===== src/rtl/ps2_rx_pkg.sv =====
`timescale 1ns/1ps
package ps2_rx_pkg;
  typedef enum logic [1:0] {
    ST_IDLE   = 2'd0,
    ST_ACTIVE = 2'd1,
    ST_DONE   = 2'd2
  } rx_state_e;
endpackage


===== src/rtl/ps2_line_sync.sv =====
`timescale 1ns/1ps
// Two-flop synchronizer per line plus clock falling-edge detection.
module ps2_line_sync #(
  parameter int NCH = 3
) (
  input  logic           clk,
  input  logic           rst_n,
  input  logic [NCH-1:0] clk_i,
  input  logic [NCH-1:0] dat_i,
  output logic [NCH-1:0] clk_fall,
  output logic [NCH-1:0] dat_s
);
  logic [NCH-1:0] clk_q1, clk_q2, clk_q3;
  logic [NCH-1:0] dat_q1, dat_q2;

  for (genvar g = 0; g < NCH; g++) begin : g_line
    // released lines idle high, so reset to 1 to avoid a false edge
    always_ff @(posedge clk or negedge rst_n) begin
      if (!rst_n) begin
        clk_q1[g] <= 1'b1;
        clk_q2[g] <= 1'b1;
        clk_q3[g] <= 1'b1;
        dat_q1[g] <= 1'b1;
        dat_q2[g] <= 1'b1;
      end else begin
        clk_q1[g] <= clk_i[g];
        clk_q2[g] <= clk_q1[g];
        clk_q3[g] <= clk_q2[g];
        dat_q1[g] <= dat_i[g];
        dat_q2[g] <= dat_q1[g];
      end
    end
  end

  assign clk_fall = clk_q3 & ~clk_q2;
  assign dat_s    = dat_q2;
endmodule


===== src/rtl/ps2_start_arb.sv =====
`timescale 1ns/1ps
// Fixed-priority selector: lowest index wins.
module ps2_start_arb #(
  parameter int NCH  = 3,
  localparam int IDXW = (NCH > 1) ? $clog2(NCH) : 1
) (
  input  logic [NCH-1:0]  req,
  output logic [NCH-1:0]  grant,
  output logic [IDXW-1:0] idx,
  output logic            any
);
  always_comb begin
    idx   = '0;
    grant = '0;
    for (int i = NCH - 1; i >= 0; i--) begin
      if (req[i]) begin
        idx   = IDXW'(i);
        grant = NCH'(1) << i;
      end
    end
    any = |req;
  end

  always_comb begin
    assert_grant_onehot_R4: assert ($onehot0(grant));
  end
endmodule


===== src/rtl/ps2_frame_shifter.sv =====
`timescale 1ns/1ps
// Counts post-start edges, shifts data LSB first, captures parity, ends on stop.
module ps2_frame_shifter #(
  parameter int DW = 8,
  localparam int NBITS = DW + 2,
  localparam int CW = $clog2(NBITS + 1)
) (
  input  logic          clk,
  input  logic          rst_n,
  input  logic          start,
  input  logic          bit_en,
  input  logic          bit_val,
  output logic [DW-1:0] data,
  output logic          frame_done,
  output logic          par_bad,
  output logic          stop_bad
);
  logic [CW-1:0] cnt_q, cnt_d;
  logic [DW-1:0] sh_q, sh_d;
  logic          par_q, par_d;

  always_comb begin
    cnt_d = cnt_q;
    sh_d  = sh_q;
    par_d = par_q;
    if (start) begin
      cnt_d = '0;
    end else if (bit_en) begin
      cnt_d = cnt_q + 1'b1;
      if (cnt_q < CW'(DW))  sh_d  = {bit_val, sh_q[DW-1:1]};
      if (cnt_q == CW'(DW)) par_d = bit_val;
    end
  end

  always_ff @(posedge clk or negedge rst_n) begin
    if (!rst_n) begin
      cnt_q <= '0;
      sh_q  <= '0;
      par_q <= 1'b0;
    end else begin
      cnt_q <= cnt_d;
      sh_q  <= sh_d;
      par_q <= par_d;
    end
  end

  assign frame_done = bit_en && !start && (cnt_q == CW'(NBITS - 1));
  assign data       = sh_q;
  assign par_bad    = ~(^{sh_q, par_q});
  assign stop_bad   = ~bit_val;

  assert_cnt_bound_R6: assert property (@(posedge clk) disable iff (!rst_n)
    cnt_q <= CW'(NBITS));
endmodule


===== src/rtl/ps2_rx_arbiter.sv =====
`timescale 1ns/1ps
module ps2_rx_arbiter #(
  parameter int NCH = 3,
  parameter int DW  = 8,
  localparam int IDXW = (NCH > 1) ? $clog2(NCH) : 1,
  localparam int CHW  = $clog2(NCH + 1)
) (
  input  logic           clk,
  input  logic           rst_n,
  input  logic [NCH-1:0] ch_en,
  input  logic           sot_ie,
  input  logic           eot_ie,
  input  logic [NCH-1:0] ps2_clk_i,
  input  logic [NCH-1:0] ps2_dat_i,
  output logic [NCH-1:0] ps2_clk_oe,
  output logic [NCH-1:0] ps2_dat_oe,
  output logic           sot_flag,
  output logic           eot_flag,
  output logic           par_err,
  output logic           frm_err,
  output logic [CHW-1:0] act_ch,
  output logic [DW-1:0]  rx_byte,
  output logic           sot_irq,
  output logic           eot_irq
);
  import ps2_rx_pkg::*;

  rx_state_e      state_q, state_d;
  logic [IDXW-1:0] sel_q;
  logic [NCH-1:0] clk_fall, dat_s, start_req, grant;
  logic [IDXW-1:0] win_idx;
  logic           win_any, accept, bit_en, frame_done, par_bad, stop_bad;
  logic [DW-1:0]  sh_data;

  ps2_line_sync #(.NCH(NCH)) u_sync (
    .clk(clk), .rst_n(rst_n), .clk_i(ps2_clk_i), .dat_i(ps2_dat_i),
    .clk_fall(clk_fall), .dat_s(dat_s));

  assign start_req = clk_fall & ~dat_s & ch_en;

  ps2_start_arb #(.NCH(NCH)) u_arb (
    .req(start_req), .grant(grant), .idx(win_idx), .any(win_any));

  assign accept = (state_q == ST_IDLE) && win_any;
  assign bit_en = (state_q == ST_ACTIVE) && clk_fall[sel_q];

  ps2_frame_shifter #(.DW(DW)) u_shift (
    .clk(clk), .rst_n(rst_n), .start(accept), .bit_en(bit_en),
    .bit_val(dat_s[sel_q]), .data(sh_data), .frame_done(frame_done),
    .par_bad(par_bad), .stop_bad(stop_bad));

  always_comb begin
    state_d = state_q;
    case (state_q)
      ST_IDLE:   if (accept)     state_d = ST_ACTIVE;
      ST_ACTIVE: if (frame_done) state_d = ST_DONE;
      default:                   state_d = ST_DONE;
    endcase
  end

  always_ff @(posedge clk or negedge rst_n) begin
    if (!rst_n) begin
      state_q  <= ST_IDLE;
      sel_q    <= '0;
      sot_flag <= 1'b0;
      eot_flag <= 1'b0;
      par_err  <= 1'b0;
      frm_err  <= 1'b0;
      act_ch   <= '0;
      rx_byte  <= '0;
    end else begin
      state_q <= state_d;
      if (accept) begin
        sel_q    <= win_idx;
        sot_flag <= 1'b1;
        act_ch   <= CHW'(win_idx) + 1'b1;
      end
      if (frame_done) begin
        eot_flag <= 1'b1;
        par_err  <= par_bad;
        frm_err  <= stop_bad;
        rx_byte  <= sh_data;
      end
    end
  end

  always_comb begin
    case (state_q)
      ST_IDLE:   ps2_clk_oe = ~ch_en;
      ST_ACTIVE: ps2_clk_oe = ~(NCH'(1) << sel_q);
      default:   ps2_clk_oe = '1;
    endcase
  end

  assign ps2_dat_oe = '0;
  assign sot_irq    = sot_flag & sot_ie;
  assign eot_irq    = eot_flag & eot_ie;

  assert_inhibit_others_R5: assert property (@(posedge clk) disable iff (!rst_n)
    (sot_flag && !eot_flag) |-> ($countones(ps2_clk_oe) == NCH - 1));
  assert_sel_stable_R3: assert property (@(posedge clk) disable iff (!rst_n)
    sot_flag |=> $stable(act_ch));
  assert_eot_parked_R9: assert property (@(posedge clk) disable iff (!rst_n)
    eot_flag |=> (eot_flag && ps2_clk_oe == '1 && $stable(rx_byte)));
  assert_sot_before_eot_R2: assert property (@(posedge clk) disable iff (!rst_n)
    eot_flag |-> (sot_flag && act_ch != '0));
endmodule


===== config.mk =====
export PLATFORM = sky130hd
export DESIGN_NAME = ps2_rx_arbiter
export DESIGN_NICKNAME = d
export VERILOG_FILES = /design/src/rtl/ps2_rx_pkg.sv /design/src/rtl/ps2_line_sync.sv /design/src/rtl/ps2_start_arb.sv /design/src/rtl/ps2_frame_shifter.sv /design/src/rtl/ps2_rx_arbiter.sv
export SDC_FILE = /design/constraint.sdc
export NUM_CORES = 1
export LEC_CHECK = 0
export ABC_CLOCK_PERIOD_IN_PS = 2650
export CAP_MARGIN = 20
export CORE_ASPECT_RATIO = 1.4
export CORE_MARGIN = 3
export CORE_UTILIZATION = 61
export CTS_BUF_LIST = sky130_fd_sc_hd__clkbuf_4 sky130_fd_sc_hd__clkbuf_8 sky130_fd_sc_hd__clkbuf_16
export DETAILED_ROUTE_END_ITERATION = 8
export DONT_BUFFER_PORTS = 1
export PLACE_DENSITY = 0.77
export REMOVE_ABC_BUFFERS = 1
export SYNTH_ARGS = -nofsm -noshare
export SYNTH_HDL_FRONTEND = slang
export SYNTH_SLANG_ARGS = --single-unit

===== constraint.sdc =====
create_clock -name clk -period 2.65 [get_ports clk]
set_input_delay 0.53 -clock clk [delete_from_list [all_inputs] [get_ports clk]]
set_output_delay 0.53 -clock clk [all_outputs]
set_load 0.05 [all_outputs]

======== Word-level counts from Yosys, hierarchy flattened ========
Index checks and enable logic that the tools add are counted.
storage, ports and cells
  register bits ........................... 46
  latch bits .............................. 0
  memory bits (writable) .................. 0
  bits in read-only memories .............. 0
  bits of input ports ..................... 13
  output and inout bits ................... 22
  memories ................................ 0
operators by class
  add/sub/neg operators ................... 2
  multipliers ............................. 0
  div/mod/pow operators ................... 0
  order comparisons ....................... 2
  equal/unequal tests ..................... 5
  shifts and indexed selects .............. 1
  muxes and demuxes ....................... 13
  bitwise gates (word level) .............. 12
  reductions and logical operators ........ 12
operators with widths
  operator               number
  $not A3 Y3             4
  $mux W2                5
  $and A3 B3 Y3          3
  $reduce_xor A9 Y1      1
  $eq A4 B4 Y1 const B   2
  $mux W4                2
  $pmux W3 S2            1
  $reduce_and A3 Y1      2
  $add A4 B1 Y4 const B  1
  $bmux W1 S2            2
  $logic_and A1 B1 Y1    4
  $lt A4 B4 Y1 const B   1
  $pmux W2 S2            1
  $lt A2 B3 Y1 const B   1
  $not A1 Y1             3
  $reduce_or A3 Y1       1
  $shl A1 B2 Y3 const A  1
  $add A2 B1 Y2 const B  1
  $and A1 B1 Y1          2
  $eq A2 B1 Y1 const B   1
  $logic_not A2 Y1       1
  $mux W1                2
  $ne A2 B1 Y1 const B   1
  $ne A2 B2 Y1 const B   1
  other kinds (3)        3

======== Depth between registers and ports, before layout ========
Gate-level depths: netlist (run 1).
  depth in word-level cells ............... 11
  gate-level depth with buffers ........... 5

======== Modules after synthesis ========
Synthesis (run 1) repeated with hierarchy kept, for this count alone.
unflattened totals
  cell total of the unflattened synthesis .. 145
  area total of the unflattened synthesis .. 1998.2 µm²
by module, submodules not included
  module             instances  cells each  area an instance (µm²)
  ps2_rx_arbiter     1          72          867.1
  ps2_frame_shifter  1          49          653.1
  ps2_line_sync      1          18          435.4
  ps2_start_arb      1          6           42.5

======== Worst setup path before layout (run 1) ========
Ideal clock, no wire load.
  path type ............................... flip-flop to flip-flop
  from .................................... register u_sync.clk_q3[2]
  to ...................................... register rx_byte[1]
  library setup time ...................... 125 ps
  arrival ................................. 1814 ps
  required time ........................... 2525 ps
  path slack .............................. 711 ps
  cell stages (with the launch flop) ...... 6
  clock period less this slack ............ 1939 ps
  cells stage by stage .................... dfstp_2 > or3b_1 > a222oi_1 > nand4_1 > buf_4 > mux2_4
on the way
  cells in the longest elaborated chain, start to end .. 8
  elaborated cells on any way between the ends .. 11
  classes of those cells .................. 2 x mux; 3 x bitwise; 6 x reduce/logical
ends and longest elaborated chain
  element                                line                     source
  start, declared                        ps2_line_sync.sv:13      logic [NCH-1:0] clk_q1, clk_q2, clk_q3;
  start signal, assigned by index        ps2_line_sync.sv:28      clk_q3[g] <= clk_q2[g];
  $and A3 B3 Y3 (*)                      ps2_line_sync.sv:35      assign clk_fall = clk_q3 & ~clk_q2;
  $and A3 B3 Y3 (2 in series)            ps2_rx_arbiter.sv:39     assign start_req = clk_fall & ~dat_s & ch_en;
  $reduce_or A3 Y1                       ps2_start_arb.sv:21      any = |req;
  $logic_and A1 B1 Y1                    ps2_rx_arbiter.sv:44     assign accept = (state_q == ST_IDLE) && win_any;
  $logic_not A1 Y1                       ps2_frame_shifter.sv:47  assign frame_done = bit_en && !start && (cnt_q == CW'(NBITS - 1));
  $logic_and A1 B1 Y1 (*) (2 in series)  ps2_frame_shifter.sv:47
  end signal, assigned                   ps2_rx_arbiter.sv:82     rx_byte <= sh_data;
  end, declared                          ps2_rx_arbiter.sv:22     output logic [DW-1:0] rx_byte,
Mark *: on every way between the ends. The rest lies on a longest branch, timed or not. The select of a mux whose other input is x is not followed.
A chain may end at the register's enable or synchronous reset.

======== Worst setup path in the final report (run 1) ========
  from .................................... register u_sync.clk_q3[2]
  to ...................................... register rx_byte[4]
Same word-level chain as after synthesis.

==> flow_summary.toml, run 1 <==
[outcome]
status = "complete, no violations"

[die]
die_area_mm2 = 0.00392
core_mm2 = 0.00296
die_w_um = 53.8
dieHeight_um = 72.9
rows = 23
initial_core_util = 0.658
ioPinCount = 35

[synthesis]
syn_inst = 140
synth-edff-count = 0
ys_async_sr_fraction = 1.00
ys_seq_area_frac = 0.600
synth_cell_types = 35
syn_avg_cell_area_um2 = 13.9
synth_seq_cells = 46
yosys_most_used_dff = "dfrtp_1"
synth_warnings = 0
netlist_area_mm2 = 0.00195

[grt]
grt_usage = 0.196
grt_first_pass_wirelength_mm = 5.37
grt_max_degree = 32
first_global_vias = 1126
grt-ovfl-total = 0
antenna_found_initial = 0

[layout]
num_antenna_cells = 0
final_cells = 184
fin_util = 0.707
fin_nets = 162
syn2layout_area_growth_pct = 7.38
drive_above_1_share = 0.347

[setup_path]
cp_cell_sequence = "or3b_1 > a222oi_1 > nand4_1 > buf_4 > mux2_4"
required_ps = 2840
max_stage_delay_ps = 530
cp-start-kind = "flip-flop"
criticalPathCategory = "reg2reg"
worstPathBufferInverterCount = 1
critical_path.max_fanout = 10
critPathArrivalTime_ps = 2260
cpLargestDelayFamily = "simple AND/OR/NAND/NOR gates"
crit_path_end_kind = "flip-flop"
cp_slowest_cell = "dfstp_2"

[timing]
fin_hold_ws_ps = 46.7
fin_crit_ps = 2080
tightest_slew_ps = 607
rsz0062_at_grt = "no"
slew_headroom = 0.590
final.setup_skew_ps = 6.59
maxSlewViolCount = 0
setup_viol_count_final = 0
clock.fmax_mhz = 481
finalCritPeriodShare = 0.784
finalHoldViolations = 0

[route]
wire_per_inst_um = 17.7
viasPerCell = 5.73
drt_iter0_drc = 28
drc = 0
dr_total_vias = 1055
postRouteAntennaNets = 0
routed_wl_mm = 3.25
first_pass_iters = 4

[power]
vdd_drop_max_uv = 803
p_per_area_mw_per_mm2 = 1220
power.leakage_nw = 0.983

[clock_network]
clk_path_buf_depth = 2
cts_sinks = 46
cts-root-buf = "clkbuf_8"
cts_tree = "yes"
cts_resized = 0
cts-htree-levels = 2
clk_latency_ps = 300
clkTransAtPathRegs_ps = 90
holdBufCountCts = 1
cts_buffers = 5
post_cts_buffers = 0

[job]
maxCapViolCount = 0

[placed_design]
dp_cells = 175
portBuffers = 0
hpwl_mm = 2.17
place_congestion = 0.836

[worst_hold_path]
hold_path.class = "in2async"
[area by class of cell]
type	count	area, µm²
Inverter	6	22.5
Timing Repair Buffer	4	42.5
Clock inverter	3	23.8
Multi-Input combinational cell	83	721
Fill cell	207	870
Clock buffer	5	68.8
Sequential cell	46	1170
Tap cell	37	46.3
[synthesized netlist by cell type (3+ instances only)]
master | instances | share of area
mux2_2 | 11 | 0.064
dfstp_2 | 15 | 0.20
nor4bb_1 | 3 | 0.015
nor2_1 | 5 | 0.0096
xnor2_1 | 4 | 0.018
inv_1 | 6 | 0.012
or2_2 | 4 | 0.013
mux2_4 | 6 | 0.046
nand4_1 | 5 | 0.016
buf_4 | 5 | 0.019
a21oi_1 | 5 | 0.013
mux2i_1 | 5 | 0.026
dfrtp_1 | 31 | 0.40
nor2b_1 | 3 | 0.0096
ha_1 | 3 | 0.019
nand2b_1 | 4 | 0.013
[worst reg2reg max path, stage by stage (launching register included)]
cell	delay (ps)
dfstp_2	530
or3b_1	330
a222oi_1	350
nand4_1	210
buf_4	240
mux2_4	300
[layout by cell type (no fill, tap or decap), types with 2 or more instances in the layout]
master    synthesis  routed
nand2b_1          4       4
ha_1              3       3
buf_4             5       3
xnor2_1           4       4
nor2_1            5       5
dfstp_2          15      15
nand4_1           5       5
and2_1            2       2
mux2_2           11      11
mux2_4            6       6
inv_1             6       6
nor4bb_1          3       3
xor2_1            2       2
nor2b_1           3       3
or2_2             4       4
a21o_1            2       2
clkbuf_8          0       5
o21a_1            2       2
a31o_2            2       2
conb_1            1       3
dfrtp_1          31      31
mux2i_1           5       5
a21oi_1           5       5
[per-stage QoR]
| stage | worst slack [ps] | area [µm²] | setup TNS (ps) | total power [mW] |
|---|---|---|---|---|
| after floorplan | -384 | 1910 | -3620 | 1.93 |
| after global placement | 655 | 1980 | 0 | 2.08 |
| after detailed placement | 586 | 1980 | 0 | 2.10 |
| after CTS | 578 | 2090 | 0 | 2.56 |
| after global routing | 372 | 2090 | 0 | 2.71 |
| final | 573 | 2090 | 0 | 2.55 |
[where the power goes]
part	internal, mW	switching (mW)	leakage [nW]
logic	0.412	0.448	0.374
registers	0.884	0.373	0.559
clock network	0.191	0.243	0.0491
[registers in the layout (all words and copies together) (netlist names)]
name and cells:
frm_err 1, u_shift.data 8, u_sync.dat_s 3, u_shift.par_q 1
par_err 1, u_sync.dat_q1 3, rx_byte 8, u_sync.clk_q3 3
sot_flag 1, u_shift.cnt_q 4, u_sync.clk_q1 3, u_sync.clk_q2 3
act_ch 2, sel_q 2, eot_flag 1, state_q 2
[layer usage]
layer,part of all wire,track usage
met4,0.021,0.0909
met5,0,0
met3,0.052,0.0593
met1,0.42,0.246
met2,0.51,0.305
[cell families after synthesis]
logic type	Yosys count	synth area share
xor+xnor	7	0.0385
mux	23	0.141
fa+ha+maj	3	0.0192
buf+inv	13	0.0346
flops	46	0.600
compound gates	16	0.0590
simple gates	31	0.106
other cells	1	0.00192
[path summary, 6_finish.rpt]
path	from	endpoint	cells after the start	slack, ps
min in group clk	ps2_clk_i[0]	u_sync.clk_q1[0]	0	220
worst max register to register	u_sync.clk_q3[2]	rx_byte[4]	5	570
worst max-delay path	u_sync.clk_q3[2]	rx_byte[4]	5	570
worst min register to register	u_sync.dat_q1[1]	u_sync.dat_s[1]	0	360
worst min-delay path	rst_n	u_shift.cnt_q[1]	1	50
max in group asynchronous	rst_n	rx_byte[4]	1	2430
(Power assumes the default switching activity.)
==> run 2, diff against run 1 <==
Settings changed: ABC_CLOCK_PERIOD_IN_PS 2650 to 1790, CORE_UTILIZATION 61 to 55, PLACE_DENSITY 0.77 to 0.73.
Clock period 2.65 ns to 1.79 ns, I/O delays scaled along.
==> flow_summary.toml, run 2 (synthesis results as in run 1) <==
[die]
core_mm2 = 0.00338
initial_core_util = 0.577
ioPinCount = 35
die_w_um = 56.3
die_area_mm2 = 0.00431
dieHeight_um = 76.5
rows = 25

[timing]
finalHoldViolations = 0
rsz0062_at_grt = "yes"
final.setup.worst_slack_ps = -219
finalSetupTns_ps = -3730
clock.fmax_mhz = 498
final.setup_skew_ps = 6.99
setup_viol_count_final = 24
maxSlewViolCount = 0
finalCritPeriodShare = 1.12
fin_crit_ps = 2010

[placed_design]
hpwl_mm = 2.30
portBuffers = 0
dpl-instance-area_mm2 = 0.00208
place_congestion = 0.740

[layout]
fin_util = 0.678
drive_above_1_share = 0.442
final_common_cell = "dfrtp_1"
fin_nets = 180
stdcell_area_mm2 = 0.00229
syn2layout_area_growth_pct = 17.4
num_antenna_cells = 0
final_cell_mix = "dfrtp_1, buf_4, dfstp_2"

[setup_path]
cpLargestDelayFamily = "flip-flops"
r2r_setup_slack_ps = -220
required_ps = 1980
cp_cell_sequence = "or3b_1 > a222oi_1 > buf_4 > nand3_4 > mux2_1"
cp-start-kind = "flip-flop"
criticalPathCategory = "reg2reg"
critical_path.max_fanout = 8
critPathArrivalTime_ps = 2200
worstPathBufferInverterCount = 1
max_stage_delay_ps = 530
cp_slowest_cell = "dfstp_2"
crit_path_end_kind = "flip-flop"

[grt]
first_global_vias = 1138
grt_first_pass_wirelength_mm = 5.40
antenna_found_initial = 0
grt_max_degree = 47
grt_usage = 0.163
grt-ovfl-total = 0

[power]
vdd_drop_max_uv = 1070
p_seq_frac = 0.445
sw_frac_of_total = 0.403
p_per_area_mw_per_mm2 = 1770
power_switching_mw = 1.64
power_frac_comb = 0.396
clockPowerShare = 0.159
internal-power_mw = 2.43
power.leakage_nw = 1.09

[route]
first_pass_iters = 4
dr_total_vias = 1141
postRouteAntennaNets = 0
drc = 0
wire_per_inst_um = 15.7
drt_iter0_drc = 28
viasPerCell = 5.57
routed_wl_mm = 3.22

[clock_network]
clk_path_buf_depth = 2
cts-root-buf = "clkbuf_8"
clk_latency_ps = 300
cts_sinks = 46
cts_buffers = 5
cts-htree-levels = 2
cts_tree = "yes"
clkTransAtPathRegs_ps = 90

[job]
maxCapViolCount = 0

[outcome]
violations = "setup timing"
status = "complete, but fails checks"

[worst_hold_path]
hold_path.class = "in2reg"
[run 2: worst paths after layout]
path                                  start          endpoint  cells past startpoint
min in group asynchronous             rst_n        state_q[1]                      2
setup / recovery           u_sync.clk_q3[2]   u_shift.data[0]                      5
hold reg to reg            u_sync.clk_q1[2]  u_sync.clk_q2[2]                      0
setup reg to reg           u_sync.clk_q3[2]   u_shift.data[0]                      5
max in group asynchronous             rst_n  u_sync.clk_q2[2]                      2
hold / removal                 ps2_clk_i[0]  u_sync.clk_q1[0]                      0
[run 2: layout make-up]
class,count,area [µm²]
flip-flops and latches,46,1170
fillers,241,1090
multi-input cells,83,751
repair buffers,22,203
clock buffers,5,68.8
well taps,40,50.0
clock inverters,3,23.8
inverters,6,22.5
[run 2: power by group through the flow]
stage          clock (mW)  sequential, mW  combinational, mW
3_5_place_dp            0            1.82               1.39
3_3_place_gp            0            1.81               1.36
6_report            0.647            1.81               1.61
5_1_grt             0.719            1.85               1.73
2_1_floorplan           0            1.80               1.06
4_1_cts             0.669            1.81               1.54
[run 2: routing by layer]
metal / wire length [µm] / vias up / track usage / share of wire
li1: - / 531 / - / -
met1: 1380 / 575 / 0.210 / 0.43
met2: 1610 / 27 / 0.251 / 0.50
met3: 159 / 8 / 0.0525 / 0.049
met4: 72 / 0 / 0.0713 / 0.022
met5: 0 / - / 0 / 0
[run 2: repair_timing]
action,4_1_cts,5_1_grt
hold buffers,2,0
setup endpoints to repair,27,29
setup buffers,4,2
gates resized for setup,9,5
pin swaps,4,6
hold endpoints to repair,46,0
[run 2: through the flow]
step                power [mW]  worst slack (ps)  instances  hold slack (ps)
detailed placement        3.21              -288        190             63.5
global placement          3.16              -195        190             63.5
floorplan                 2.86             -1240        135             62.4
global route              4.30              -351        205             18.6
CTS                       4.02              -232        203             37.4
finish                    4.06              -219        205             50.6
